## config.mk

```make
export PLATFORM = sky130hd
export DESIGN_NAME = ts_scan_top
export DESIGN_NICKNAME = d
export VERILOG_FILES = /design/src/rtl/ts_scan_pkg.sv /design/src/rtl/ts_scan_seq.sv /design/src/rtl/ts_scan_fifo.sv /design/src/rtl/ts_scan_top.sv
export SDC_FILE = /design/constraint.sdc
export NUM_CORES = 1
export LEC_CHECK = 0
export ABC_AREA = 1
export BUFFER_PORTS_ARGS = -buffer_cell sky130_fd_sc_hd__buf_2
export CAP_MARGIN = 30
export CORE_ASPECT_RATIO = 1.2
export CORE_MARGIN = 5
export CORE_UTILIZATION = 40
export DETAILED_ROUTE_END_ITERATION = 8
export GPL_ROUTABILITY_DRIVEN = 0
export SLEW_MARGIN = 10
export SYNTH_ARGS = -nofsm -noshare
export SYNTH_HDL_FRONTEND = slang
export SYNTH_SLANG_ARGS = --single-unit
export TNS_END_PERCENT = 50
```

## constraint.sdc

```tcl
create_clock -name clk -period 2.8 [get_ports clk]
set_clock_uncertainty 0.15 [all_clocks]
set_input_delay 0.42 -clock clk [delete_from_list [all_inputs] [get_ports clk]]
set_output_delay 0.42 -clock clk [all_outputs]
set_load 0.02 [all_outputs]
```

## src/rtl/ts_scan_pkg.sv

```systemverilog
package ts_scan_pkg;

  localparam int CODE_W = 10;

  typedef enum logic [2:0] {
    PH_IDLE,
    PH_SETTLE_X,
    PH_CONV_X,
    PH_SETTLE_Y,
    PH_CONV_Y,
    PH_PEN,
    PH_TOUCH,
    PH_UPDATE
  } phase_e;

  // register word addresses
  localparam logic [3:0] A_STATUS = 4'd0;
  localparam logic [3:0] A_CTRL   = 4'd1;
  localparam logic [3:0] A_DATA   = 4'd2;
  localparam logic [3:0] A_SETTLE = 4'd3;
  localparam logic [3:0] A_PEN    = 4'd4;
  localparam logic [3:0] A_TOUCH  = 4'd5;
  localparam logic [3:0] A_UPDATE = 4'd6;
  localparam logic [3:0] A_XMIN   = 4'd7;
  localparam logic [3:0] A_XMAX   = 4'd8;
  localparam logic [3:0] A_YMIN   = 4'd9;
  localparam logic [3:0] A_YMAX   = 4'd10;

  typedef struct packed {
    logic              pen_up;
    logic [CODE_W-1:0] x;
    logic [CODE_W-1:0] y;
  } sample_t;

endpackage

```

## src/rtl/ts_scan_seq.sv

```systemverilog
module ts_scan_seq
  import ts_scan_pkg::*;
#(
  parameter int TW = 8,
  parameter int CW = CODE_W
) (
  input  logic          clk,
  input  logic          rst,
  input  logic          tick,
  input  logic          scan_en,
  input  logic          pwr_en,
  input  logic [TW-1:0] settle_t,
  input  logic [TW-1:0] pen_t,
  input  logic [TW-1:0] touch_t,
  input  logic [TW-1:0] upd_t,
  input  logic [2:0]    xres,
  input  logic [2:0]    yres,
  input  logic          conv_done,
  input  logic [CW-1:0] conv_code,
  input  logic          pen_touch,
  output logic          conv_start,
  output logic          conv_chan,
  output logic          push_vld,
  output sample_t       push_smp
);

  phase_e        phase_q, nxt_ph;
  logic [TW-1:0] tcnt_q, lim;
  logic          issued_q, start_q, chan_q, push_q, pen_q;
  logic [CW-1:0] x_q, y_q, xmask, ymask;
  logic          last_tick;

  assign xmask = {CW{1'b1}} << xres;
  assign ymask = {CW{1'b1}} << yres;

  always_comb begin
    case (phase_q)
      PH_SETTLE_X, PH_SETTLE_Y: lim = settle_t;
      PH_PEN:                   lim = pen_t;
      PH_TOUCH:                 lim = touch_t;
      default:                  lim = upd_t;
    endcase
  end

  // zero behaves as one tick
  assign last_tick = ({1'b0, tcnt_q} + 1'b1) >= {1'b0, lim};

  always_comb begin
    case (phase_q)
      PH_SETTLE_X: nxt_ph = PH_CONV_X;
      PH_CONV_X:   nxt_ph = PH_SETTLE_Y;
      PH_SETTLE_Y: nxt_ph = PH_CONV_Y;
      PH_CONV_Y:   nxt_ph = PH_PEN;
      PH_PEN:      nxt_ph = PH_TOUCH;
      PH_TOUCH:    nxt_ph = PH_UPDATE;
      default:     nxt_ph = PH_SETTLE_X;
    endcase
    if (phase_q == PH_UPDATE) begin
      if (!(scan_en && pwr_en)) nxt_ph = PH_IDLE;
    end else if (!scan_en) begin
      nxt_ph = PH_IDLE;
    end
  end

  always_ff @(posedge clk) begin
    if (rst) begin
      phase_q  <= PH_IDLE;
      tcnt_q   <= '0;
      issued_q <= 1'b0;
      start_q  <= 1'b0;
      chan_q   <= 1'b0;
      push_q   <= 1'b0;
      pen_q    <= 1'b1;
      x_q      <= '0;
      y_q      <= '0;
    end else begin
      start_q <= 1'b0;
      push_q  <= 1'b0;
      case (phase_q)
        PH_IDLE: begin
          tcnt_q <= '0;
          if (scan_en && pwr_en) phase_q <= PH_SETTLE_X;
        end
        PH_CONV_X, PH_CONV_Y: begin
          if (!issued_q) begin
            start_q  <= 1'b1;
            issued_q <= 1'b1;
            chan_q   <= (phase_q == PH_CONV_Y);
          end else if (conv_done) begin
            issued_q <= 1'b0;
            tcnt_q   <= '0;
            if (phase_q == PH_CONV_X) x_q <= conv_code & xmask;
            else                      y_q <= conv_code & ymask;
            phase_q  <= nxt_ph;
          end
        end
        default: begin
          if (tick) begin
            if (last_tick) begin
              tcnt_q  <= '0;
              phase_q <= nxt_ph;
              if (phase_q == PH_PEN)   pen_q  <= ~pen_touch;
              if (phase_q == PH_TOUCH) push_q <= 1'b1;
            end else begin
              tcnt_q <= tcnt_q + 1'b1;
            end
          end
        end
      endcase
    end
  end

  assign conv_start = start_q;
  assign conv_chan  = chan_q;
  assign push_vld   = push_q;
  assign push_smp   = '{pen_up: pen_q, x: x_q, y: y_q};

  AST_START_ONE: assert property (@(posedge clk) disable iff (rst)
    start_q |=> !start_q);
  AST_CHAN_HOLD: assert property (@(posedge clk) disable iff (rst)
    (issued_q && !conv_done) |=> $stable(chan_q));

endmodule

```

## src/rtl/ts_scan_fifo.sv

```systemverilog
module ts_scan_fifo #(
  parameter int DW    = 21,
  parameter int DEPTH = 4
) (
  input  logic                         clk,
  input  logic                         rst,
  input  logic                         push,
  input  logic [DW-1:0]                push_data,
  input  logic                         pop,
  output logic [DW-1:0]                pop_data,
  output logic [$clog2(DEPTH+1)-1:0]   count,
  output logic                         overrun
);

  localparam int AW    = (DEPTH > 1) ? $clog2(DEPTH) : 1;
  localparam int CNT_W = $clog2(DEPTH+1);

  logic [DW-1:0]    mem [DEPTH];
  logic [AW-1:0]    wp_q, rp_q;
  logic [CNT_W-1:0] cnt_q, cnt_d;
  logic [DW-1:0]    rd_q;
  logic             ovr_q, pop_ok, wr_ok;

  assign pop_ok = pop && (cnt_q != '0);
  assign wr_ok  = push && ((cnt_q != CNT_W'(DEPTH)) || pop_ok);

  always_comb begin
    cnt_d = cnt_q;
    if (wr_ok && !pop_ok)      cnt_d = cnt_q + 1'b1;
    else if (pop_ok && !wr_ok) cnt_d = cnt_q - 1'b1;
  end

  always_ff @(posedge clk) begin
    if (wr_ok) mem[wp_q] <= push_data;
  end

  always_ff @(posedge clk) begin
    if (rst) begin
      wp_q  <= '0;
      rp_q  <= '0;
      cnt_q <= '0;
      rd_q  <= '0;
      ovr_q <= 1'b0;
    end else begin
      cnt_q <= cnt_d;
      if (wr_ok) wp_q <= (wp_q == AW'(DEPTH-1)) ? '0 : wp_q + 1'b1;
      if (pop) begin
        rd_q <= pop_ok ? mem[rp_q] : '0;
        if (pop_ok) rp_q <= (rp_q == AW'(DEPTH-1)) ? '0 : rp_q + 1'b1;
      end
      if (push && !wr_ok)    ovr_q <= 1'b1;
      else if (cnt_d == '0)  ovr_q <= 1'b0;
    end
  end

  assign pop_data = rd_q;
  assign count    = cnt_q;
  assign overrun  = ovr_q;

  AST_NO_OVERFLOW: assert property (@(posedge clk) disable iff (rst)
    cnt_q <= CNT_W'(DEPTH));
  AST_OVR_STICKY: assert property (@(posedge clk) disable iff (rst)
    (ovr_q && !pop) |=> ovr_q);
  AST_EMPTY_POP: assert property (@(posedge clk) disable iff (rst)
    (pop && cnt_q == '0 && !push) |=> (cnt_q == '0));

endmodule

```

## src/rtl/ts_scan_top.sv

```systemverilog
module ts_scan_top
  import ts_scan_pkg::*;
#(
  parameter int TW        = 8,
  parameter int DEPTH     = 4,
  parameter int IRQ_LEVEL = 4
) (
  input  logic        clk,
  input  logic        rst,
  input  logic        tick,
  input  logic        reg_wr,
  input  logic        reg_rd,
  input  logic [3:0]  reg_addr,
  input  logic [31:0] reg_wdata,
  output logic [31:0] reg_rdata,
  output logic        irq,
  output logic        conv_start,
  output logic        conv_chan,
  input  logic        conv_done,
  input  logic [9:0]  conv_code,
  input  logic        pen_touch
);

  localparam int CW    = CODE_W;
  localparam int DW    = $bits(sample_t);
  localparam int CNT_W = $clog2(DEPTH+1);

  logic [9:0]    ctrl_q;
  logic [TW-1:0] settle_q, pen_q, touch_q, upd_q;
  logic [CW-1:0] xmin_q, xmax_q, ymin_q, ymax_q;
  logic [31:0]   rdata_q;
  logic          sel_fifo_q, irq_q;

  logic          push_vld, in_win, fifo_pop, ovr;
  sample_t       push_smp, head;
  logic [DW-1:0] head_raw;
  logic [CNT_W-1:0] fifo_cnt;

  ts_scan_seq #(.TW(TW), .CW(CW)) u_seq (
    .clk       (clk),
    .rst       (rst),
    .tick      (tick),
    .scan_en   (ctrl_q[0]),
    .pwr_en    (ctrl_q[2]),
    .settle_t  (settle_q),
    .pen_t     (pen_q),
    .touch_t   (touch_q),
    .upd_t     (upd_q),
    .xres      (ctrl_q[9:7]),
    .yres      (ctrl_q[6:4]),
    .conv_done (conv_done),
    .conv_code (conv_code),
    .pen_touch (pen_touch),
    .conv_start(conv_start),
    .conv_chan (conv_chan),
    .push_vld  (push_vld),
    .push_smp  (push_smp)
  );

  assign in_win = (push_smp.x >= xmin_q) && (push_smp.x <= xmax_q) &&
                  (push_smp.y >= ymin_q) && (push_smp.y <= ymax_q);
  assign fifo_pop = reg_rd && (reg_addr == A_DATA);

  ts_scan_fifo #(.DW(DW), .DEPTH(DEPTH)) u_fifo (
    .clk      (clk),
    .rst      (rst),
    .push     (push_vld && in_win),
    .push_data(push_smp),
    .pop      (fifo_pop),
    .pop_data (head_raw),
    .count    (fifo_cnt),
    .overrun  (ovr)
  );

  assign head = head_raw;

  always_ff @(posedge clk) begin
    if (rst) begin
      ctrl_q   <= '0;
      settle_q <= TW'(2);
      pen_q    <= TW'(4);
      touch_q  <= TW'(16);
      upd_q    <= TW'(88);
      xmin_q   <= '0;
      xmax_q   <= '1;
      ymin_q   <= '0;
      ymax_q   <= '1;
    end else if (reg_wr) begin
      case (reg_addr)
        A_CTRL:   ctrl_q   <= reg_wdata[9:0];
        A_SETTLE: settle_q <= reg_wdata[TW-1:0];
        A_PEN:    pen_q    <= reg_wdata[TW-1:0];
        A_TOUCH:  touch_q  <= reg_wdata[TW-1:0];
        A_UPDATE: upd_q    <= reg_wdata[TW-1:0];
        A_XMIN:   xmin_q   <= reg_wdata[CW-1:0];
        A_XMAX:   xmax_q   <= reg_wdata[CW-1:0];
        A_YMIN:   ymin_q   <= reg_wdata[CW-1:0];
        A_YMAX:   ymax_q   <= reg_wdata[CW-1:0];
        default: ;
      endcase
    end
  end

  always_ff @(posedge clk) begin
    if (rst) begin
      rdata_q    <= '0;
      sel_fifo_q <= 1'b0;
      irq_q      <= 1'b0;
    end else begin
      irq_q <= (fifo_cnt >= CNT_W'(IRQ_LEVEL));
      if (reg_rd) begin
        sel_fifo_q <= (reg_addr == A_DATA);
        case (reg_addr)
          A_STATUS: rdata_q <= {23'd0, ovr, (fifo_cnt == '0), 7'd0};
          A_CTRL:   rdata_q <= {22'd0, ctrl_q};
          A_SETTLE: rdata_q <= 32'(settle_q);
          A_PEN:    rdata_q <= 32'(pen_q);
          A_TOUCH:  rdata_q <= 32'(touch_q);
          A_UPDATE: rdata_q <= 32'(upd_q);
          A_XMIN:   rdata_q <= 32'(xmin_q);
          A_XMAX:   rdata_q <= 32'(xmax_q);
          A_YMIN:   rdata_q <= 32'(ymin_q);
          A_YMAX:   rdata_q <= 32'(ymax_q);
          default:  rdata_q <= '0;
        endcase
      end
    end
  end

  assign reg_rdata = sel_fifo_q ? {head.pen_up, 5'd0, head.x, 6'd0, head.y} : rdata_q;
  assign irq       = irq_q;

  AST_IRQ_TRACK: assert property (@(posedge clk) disable iff (rst)
    (fifo_cnt >= CNT_W'(IRQ_LEVEL)) |=> irq_q);
  AST_WIN_DROP: assert property (@(posedge clk) disable iff (rst)
    (push_vld && !in_win && !fifo_pop) |=> $stable(fifo_cnt));

endmodule

```

; Yosys cells after proc, flatten, opt, wreduce, memory -nomap -nowiden
; Memory sizes are Yosys's and may differ from the RTL's. A register that Yosys moved wholly into a read port is not among the register bits.
; Index checks and enable logic that the tools add are counted.
[classes]
n_addsub = 6
order_cmp = 6
eq_ne = 23
shifts = 2
n_mux = 33
bitwise_logic = 9
reduce_logical = 43
[op_table]
columns = cell, count
row1 = case mux 10 bit (10 select lines), 1
row2 = two-way mux 32 bit, 1
row3 = two-way mux 8 bit, 4
row4 = two-way mux 3 bit, 10
row5 = case mux 8 bit (3 select lines), 1
row6 = AND reduction 2 bit, 11
row7 = two-way mux 21 bit, 1
row8 = AND 10 bit, 2
row9 = greater-or-equal comparator 10 bit, 2
row10 = <= comparator 10 bit, 2
row11 = "<< shifter 10 x 3 -> 10 bit, first input constant", 2
row12 = case mux 3 bit (6 select lines), 1
row13 = "== test 4 x 3 -> 1 bit, second input constant", 4
row14 = case mux 8 bit (2 select lines), 1
row15 = "== test 3 bit, second input constant", 4
row16 = "== test 4 bit, second input constant", 3
row17 = AND reduction 4 bit, 3
row18 = logical AND 1 bit, 11
row19 = "adder 8 x 1 -> 9 bit, second input constant", 1
row20 = greater-or-equal comparator 9 x 8 -> 1 bit, 1
row21 = zero test 3 bit, 3
row22 = nonzero test 3 bit, 3
row23 = "adder 8 x 1 -> 8 bit, second input constant", 1
row24 = "== test 4 x 2 -> 1 bit, second input constant", 2
row25 = other kinds (24), 47
[word_totals]
reg_bits = 181
ramBits = 84
input_bits = 53
output_inout_bits = 35
word_cells = 149
memories = 1
[mem_list]
columns = memory, depth, width, rd, rd_clocked_by_memory_dff, write_ports, line_no
row1 = u_fifo.mem, 4, 21, 1, 1, 1, ts_scan_fifo.sv:18  ; logic [DW-1:0] mem [DEPTH];

; Logic depth before layout (Yosys ltp)
[depth]
ltp_word = 13
mapped_depth = 19

; Modules after synthesis
; A second synthesis with hierarchy kept.
[hier_totals]
hier_cells = 1487
area_unflattened_um2 = 11971.5
[modules_own_cells]
columns = module, n_inst, cells_per_inst, area_per_inst_um2
row1 = ts_scan_top, 1, 800, 5368.9
row2 = ts_scan_fifo, 1, 372, 4434.3
row3 = ts_scan_seq, 1, 315, 2168.3

; Worst setup path before layout
; No wires, ideal clock.
[synth_path]
kind = reg2reg
startpoint = register ymax_q[9]
endpoint = memory u_fifo.mem[0][0] (enable)
setup_ns = 0.399
t_arrival_ns = 2.322
path_slack_ns = -0.071
path_stages_with_launch = 12
n_path_buf = 0
period_less_slack_ns = 2.871
path_cell_list = dfxtp_1 > inv_1 > ha_1 > nand2_2 > inv_2 > a21oi_2 > nand3_2 > nand2_4 > nand4_4 > nor2_4 > inv_2 > nor2_1
[synth_between]
elab_chain_len = 6
[synth_rtl]
columns = element, line_no
row1 = "start, declared", ts_scan_top.sv:30  ; logic [CW-1:0] xmin_q, xmax_q, ymin_q, ymax_q;
row2 = "start signal, assigned", ts_scan_top.sv:98  ; A_YMAX: ymax_q <= reg_wdata[CW-1:0];
row3 = <= comparator 10 bit, ts_scan_top.sv:61  ; (push_smp.y >= ymin_q) && (push_smp.y <= ymax_q);
row4 = logical AND 1 bit, ts_scan_top.sv:61
row5 = logical AND 1 bit, ts_scan_top.sv:67  ; .push (push_vld && in_win),
row6 = logical AND 1 bit, ts_scan_fifo.sv:25  ; assign wr_ok = push && ((cnt_q != CNT_W'(DEPTH)) || pop_ok);
row7 = two-way mux 1 bit, ts_scan_fifo.sv:34  ; if (wr_ok) mem[wp_q] <= push_data;
row8 = two-way mux 1 bit (implied by the code), ts_scan_fifo.sv:34
row9 = "end, declared", ts_scan_fifo.sv:18
; No other way between the ends.

; Worst setup path after layout
[layout_path]
startpoint = register u_seq.phase_q[1]
endpoint = register u_seq.phase_q[1]
[layout_between]
elab_chain_len = 7
word_cells_on_any_way = 27
cone_classes = order compare: 1 / eq/ne: 10 / mux: 10 / reduce/logical: 6
[layout_rtl]
columns = element, line_no
row1 = "start, declared", ts_scan_seq.sv:27  ; phase_e phase_q, nxt_ph;
row2 = "start signal, assigned", ts_scan_seq.sv:94  ; phase_q <= nxt_ph;
row3 = "start signal, assigned", ts_scan_seq.sv:101  ; phase_q <= nxt_ph;
row4 = branches (longest 7 deep; another with greater-or-equal comparator 9 x 8 -> 1 bit), -
; Several ways; the timed one is not identified. The select of a mux whose other input is x is not followed.
; A chain may end at the register's enable or synchronous reset.

==> results.json <==
{
  "met3_length_um": 1500,
  "drt_iter0_drc": 769,
  "postLayoutCellArea_um2": 13600,
  "io_buffers": 54,
  "setup_viol": 12,
  "synth.largest_area_cell": "dfxtp_1",
  "fin_util": 0.472,
  "synth_edf_count": 84,
  "end_kind": "flop",
  "critPathArrivalTime_ns": 3.17,
  "dpl.cell_count": 1767,
  "hold_ws_ns": 0.0198,
  "hold_start": "conv_code[7]",
  "start_util": 0.404,
  "min_to": "u_seq.y_q[7]$_SDFFE_PP0P_",
  "p_leak_nw": 5.72,
  "cpMaxStageDelayCell": "dfxtp_2",
  "worstSetupPathType": "reg2reg",
  "avgSynthCellArea_um2": 8.64,
  "finalWorstSetupSlack_ns": -0.112,
  "yosysSeqAreaShare": 0.494,
  "timing.max_cap.violations": 0,
  "synth-main-ff-cell": "dfxtp_1",
  "synth_seq_cells": 245,
  "fin_cells": 1822,
  "slew_headroom": 0.562,
  "place_area_um2": 12500,
  "rr_worst_depth": 18,
  "final_cell_mix": "nand2_1, dfxtp_1, inv_1",
  "grt_pass1_vias": 9176,
  "fp.dieH_um": 197,
  "grt_max_degree": 91,
  "ys_top_cells_by_area": "dfxtp_1, edfxtp_1, ha_1",
  "diodes": 0,
  "via_count": 9551,
  "synth_top_area_share": 0.277,
  "fmax_ghz": 0.343,
  "cts_tree": "done",
  "startpoint_type": "flop",
  "fp.dieW_um": 166,
  "synthArstFlopShare": 0,
  "root_buffer": "clkbuf_16",
  "antenna_left": 0,
  "area_delta_synth_final_pct": 16.6,
  "final_common_cell": "nand2_1",
  "path_cells": "inv_2 > ha_4 > o21ai_2 > buf_6 > clkinvlp_4 > a21oi_2 > nand2_1 > o21ai_1 > ha_1 > a21oi_2 > nor2_1 > a211oi_1 > o21ai_1 > nand2_1 > nand4_1 > nand3_2 > nand2_1 > nor3b_2",
  "core_um2": 28800,
  "worst-path-stages": 18,
  "violations": "setup timing",
  "vias_per_cell": 5.24,
  "routedWlPerCell_um": 18.1,
  "cts-htree-levels": 1,
  "maxSlewViolCount": 0,
  "yosys_warnings": 0,
  "cp_num_buf_inv": 3,
  "firstDrtPassIters": 5,
  "drive_gt1_frac": 0.177,
  "syn_area_um2": 11600,
  "top_layer_used": "met4",
  "m1WireLength_um": 13800,
  "min_period_ns": 2.91,
  "rr_endpoint": "u_seq.phase_q[1]$_SDFFE_PP0P_",
  "finalNetCount": 1531,
  "path_clk_slew_ns": 0.06,
  "critPathTopFamily": "compound AO/OA/AOI/OAI gates",
  "die-area_um2": 32600,
  "r2r-start": "u_seq.phase_q[1]$_SDFFE_PP0P_",
  "path_common_cell": "nand2_1",
  "syn_inst": 1346,
  "ctsLongestPathBuffers": 3,
  "synthDistinctLibCells": 52,
  "grt_antenna_before_repair": 0,
  "grt_first_pass_wirelength_um": 51500,
  "routed_wl_um": 33000,
  "cts.sinks": 245,
  "clock_latency_ns": 0.53,
  "ir_drop_mv": 0.320,
  "wl_met2_um": 16800,
  "numCtsBuffers": 27,
  "tightestPinTransition_ns": 0.655,
  "rrSetupSlack_ns": -0.11,
  "critical_path.max_fanout": 7,
  "crit_required_ns": 3.06,
  "drc": 0,
  "cp_slowest_stage_delay_ns": 0.35,
  "rsz0062_at_grt": "yes",
  "hold_path.class": "in2reg",
  "whs_path_depth": 3,
  "grt-ovfl-total": 0,
  "hpwlAfterDp_um": 23300,
  "fin_crit_sh": 1.04,
  "rows": 68,
  "ioPinCount": 88,
  "power_density_nw_per_um2": 613,
  "outcome": "finished, violations left",
  "track_usage": 0.195,
  "finalHoldViolations": 0,
  "tns_ns": -0.941
}
## synth_stat cells (2+ instances only)
| cell type | instances |
|---|---|
| nand4_2 | 2 |
| o41ai_1 | 3 |
| nor2_2 | 13 |
| nor3b_1 | 2 |
| nor2_4 | 5 |
| nand3_1 | 34 |
| a211oi_1 | 8 |
| a21oi_1 | 139 |
| ha_1 | 61 |
| inv_1 | 150 |
| nand3_4 | 2 |
| o32ai_1 | 21 |
| nand4_1 | 9 |
| a21o_1 | 4 |
| clkbuf_1 | 47 |
| nand3_2 | 4 |
| xor2_1 | 4 |
| o22ai_1 | 31 |
| nand2_2 | 5 |
| a221oi_1 | 6 |
| buf_2 | 12 |
| o31ai_1 | 2 |
| o211ai_1 | 13 |
| o221ai_1 | 7 |
| buf_4 | 12 |
| o21bai_1 | 2 |
| o21ai_0 | 123 |
| xnor2_1 | 2 |
| edfxtp_1 | 84 |
| nor2_1 | 130 |
| o21ai_1 | 7 |
| nand2_4 | 2 |
| dfxtp_1 | 161 |
| mux2_2 | 10 |
| a21oi_2 | 3 |
| nand4_4 | 2 |
| inv_2 | 20 |
| nand2_1 | 190 |
## cell families (layout without fill, tap and decap cells)
| logic type | after synthesis | in the layout | share of synthesized area |
|---|---|---|---|
| and+or+nand+nor | 404 | 404 | 0.155 |
| AOI/OAI and AO/OA | 374 | 374 | 0.186 |
| DFF | 245 | 245 | 0.494 |
| buffers and inverters | 245 | 326 | 0.0851 |
| adders and majority gates | 61 | 61 | 0.0656 |
| muxes | 10 | 10 | 0.00968 |
| xor gates and xnor gates | 6 | 6 | 0.00452 |
| other | 1 | 11 | 0.000322 |
## worst register-to-register path, cell delays in order (launching register included)
cell and delay (ns):
dfxtp_2 0.35, inv_2 0.05, ha_4 0.17, o21ai_2 0.12, buf_6 0.12, clkinvlp_4 0.17
a21oi_2 0.16, nand2_1 0.05, o21ai_1 0.08, ha_1 0.28, a21oi_2 0.16, nor2_1 0.05
a211oi_1 0.18, o21ai_1 0.10, nand2_1 0.11, nand4_1 0.14, nand3_2 0.15, nand2_1 0.06
nor3b_2 0.15
## flip-flops by register name (all words and copies together), names as in the netlist, 2 cells and up, named ones only
name / cells
settle_q: 8
u_seq.phase_q: 3
u_fifo.pop_data: 21
u_fifo.mem: 84
u_fifo.count: 3
touch_q: 8
u_seq.tcnt_q: 8
u_fifo.rp_q: 2
ctrl_q: 10
rdata_q: 10
ymin_q: 10
pen_q: 8
xmin_q: 10
u_seq.y_q: 10
xmax_q: 10
u_seq.x_q: 10
ymax_q: 10
u_fifo.wp_q: 2
upd_q: 8
## worst max-delay path by stage
stage,slack [ns],to,start
after floorplan,-0.07,u_fifo.mem[0][0]$_DFFE_PP_,ymax_q[9]$_SDFFE_PP1P_
after global placement,-0.18,u_seq.tcnt_q[0]$_SDFFE_PP0P_,u_seq.phase_q[1]$_SDFFE_PP0P_
after detailed placement,-0.24,u_seq.tcnt_q[7]$_SDFFE_PP0P_,u_seq.phase_q[1]$_SDFFE_PP0P_
after CTS,-0.11,u_seq.phase_q[1]$_SDFFE_PP0P_,u_seq.phase_q[1]$_SDFFE_PP0P_
after global routing,-0.28,u_seq.phase_q[0]$_SDFFE_PP0P_,u_seq.phase_q[1]$_SDFFE_PP0P_
final,-0.11,u_seq.phase_q[1]$_SDFFE_PP0P_,u_seq.phase_q[1]$_SDFFE_PP0P_
## metrics by stage
| stage | setup slack [ns] | power (W) |
|---|---|---|
| after global routing | -0.284 | 0.00864 |
| final | -0.112 | 0.00832 |
| after global placement | -0.178 | 0.00467 |
| after CTS | -0.109 | 0.00833 |
| after detailed placement | -0.236 | 0.00468 |
| after floorplan | -0.0711 | 0.00440 |
## where the power goes
| part | switching (W) | internal [W] |
|---|---|---|
| logic | 0.000634 | 0.000357 |
| registers | 0.0000431 | 0.00372 |
| clock network | 0.00148 | 0.00208 |
## what timing repair did
action                                  CTS  global route
hold buffers                              2             0
endpoints found under the hold margin     3             0
endpoints found under the setup margin   12            13
pin swaps                                13             9
setup buffers                             3             1
gates resized for setup                  25            17
## layer usage
| metal | track usage | vias to the layer above |
|---|---|---|
| met5 | 0 | - |
| met4 | 0.0584 | 0 |
| met3 | 0.0269 | 63 |
| met2 | 0.357 | 241 |
| met1 | 0.240 | 4543 |
| li1 | - | 4704 |
## layout make-up
type | count | area [um2]
fillers | 2807 | 15200
well taps | 385 | 482
clock inverters | 17 | 180
flip-flops and latches | 245 | 5750
clock buffers | 32 | 704
repair buffers | 105 | 728
multi-input cells | 866 | 5070
inverters | 172 | 652
Note: power is estimated with default switching activity, not from simulation.
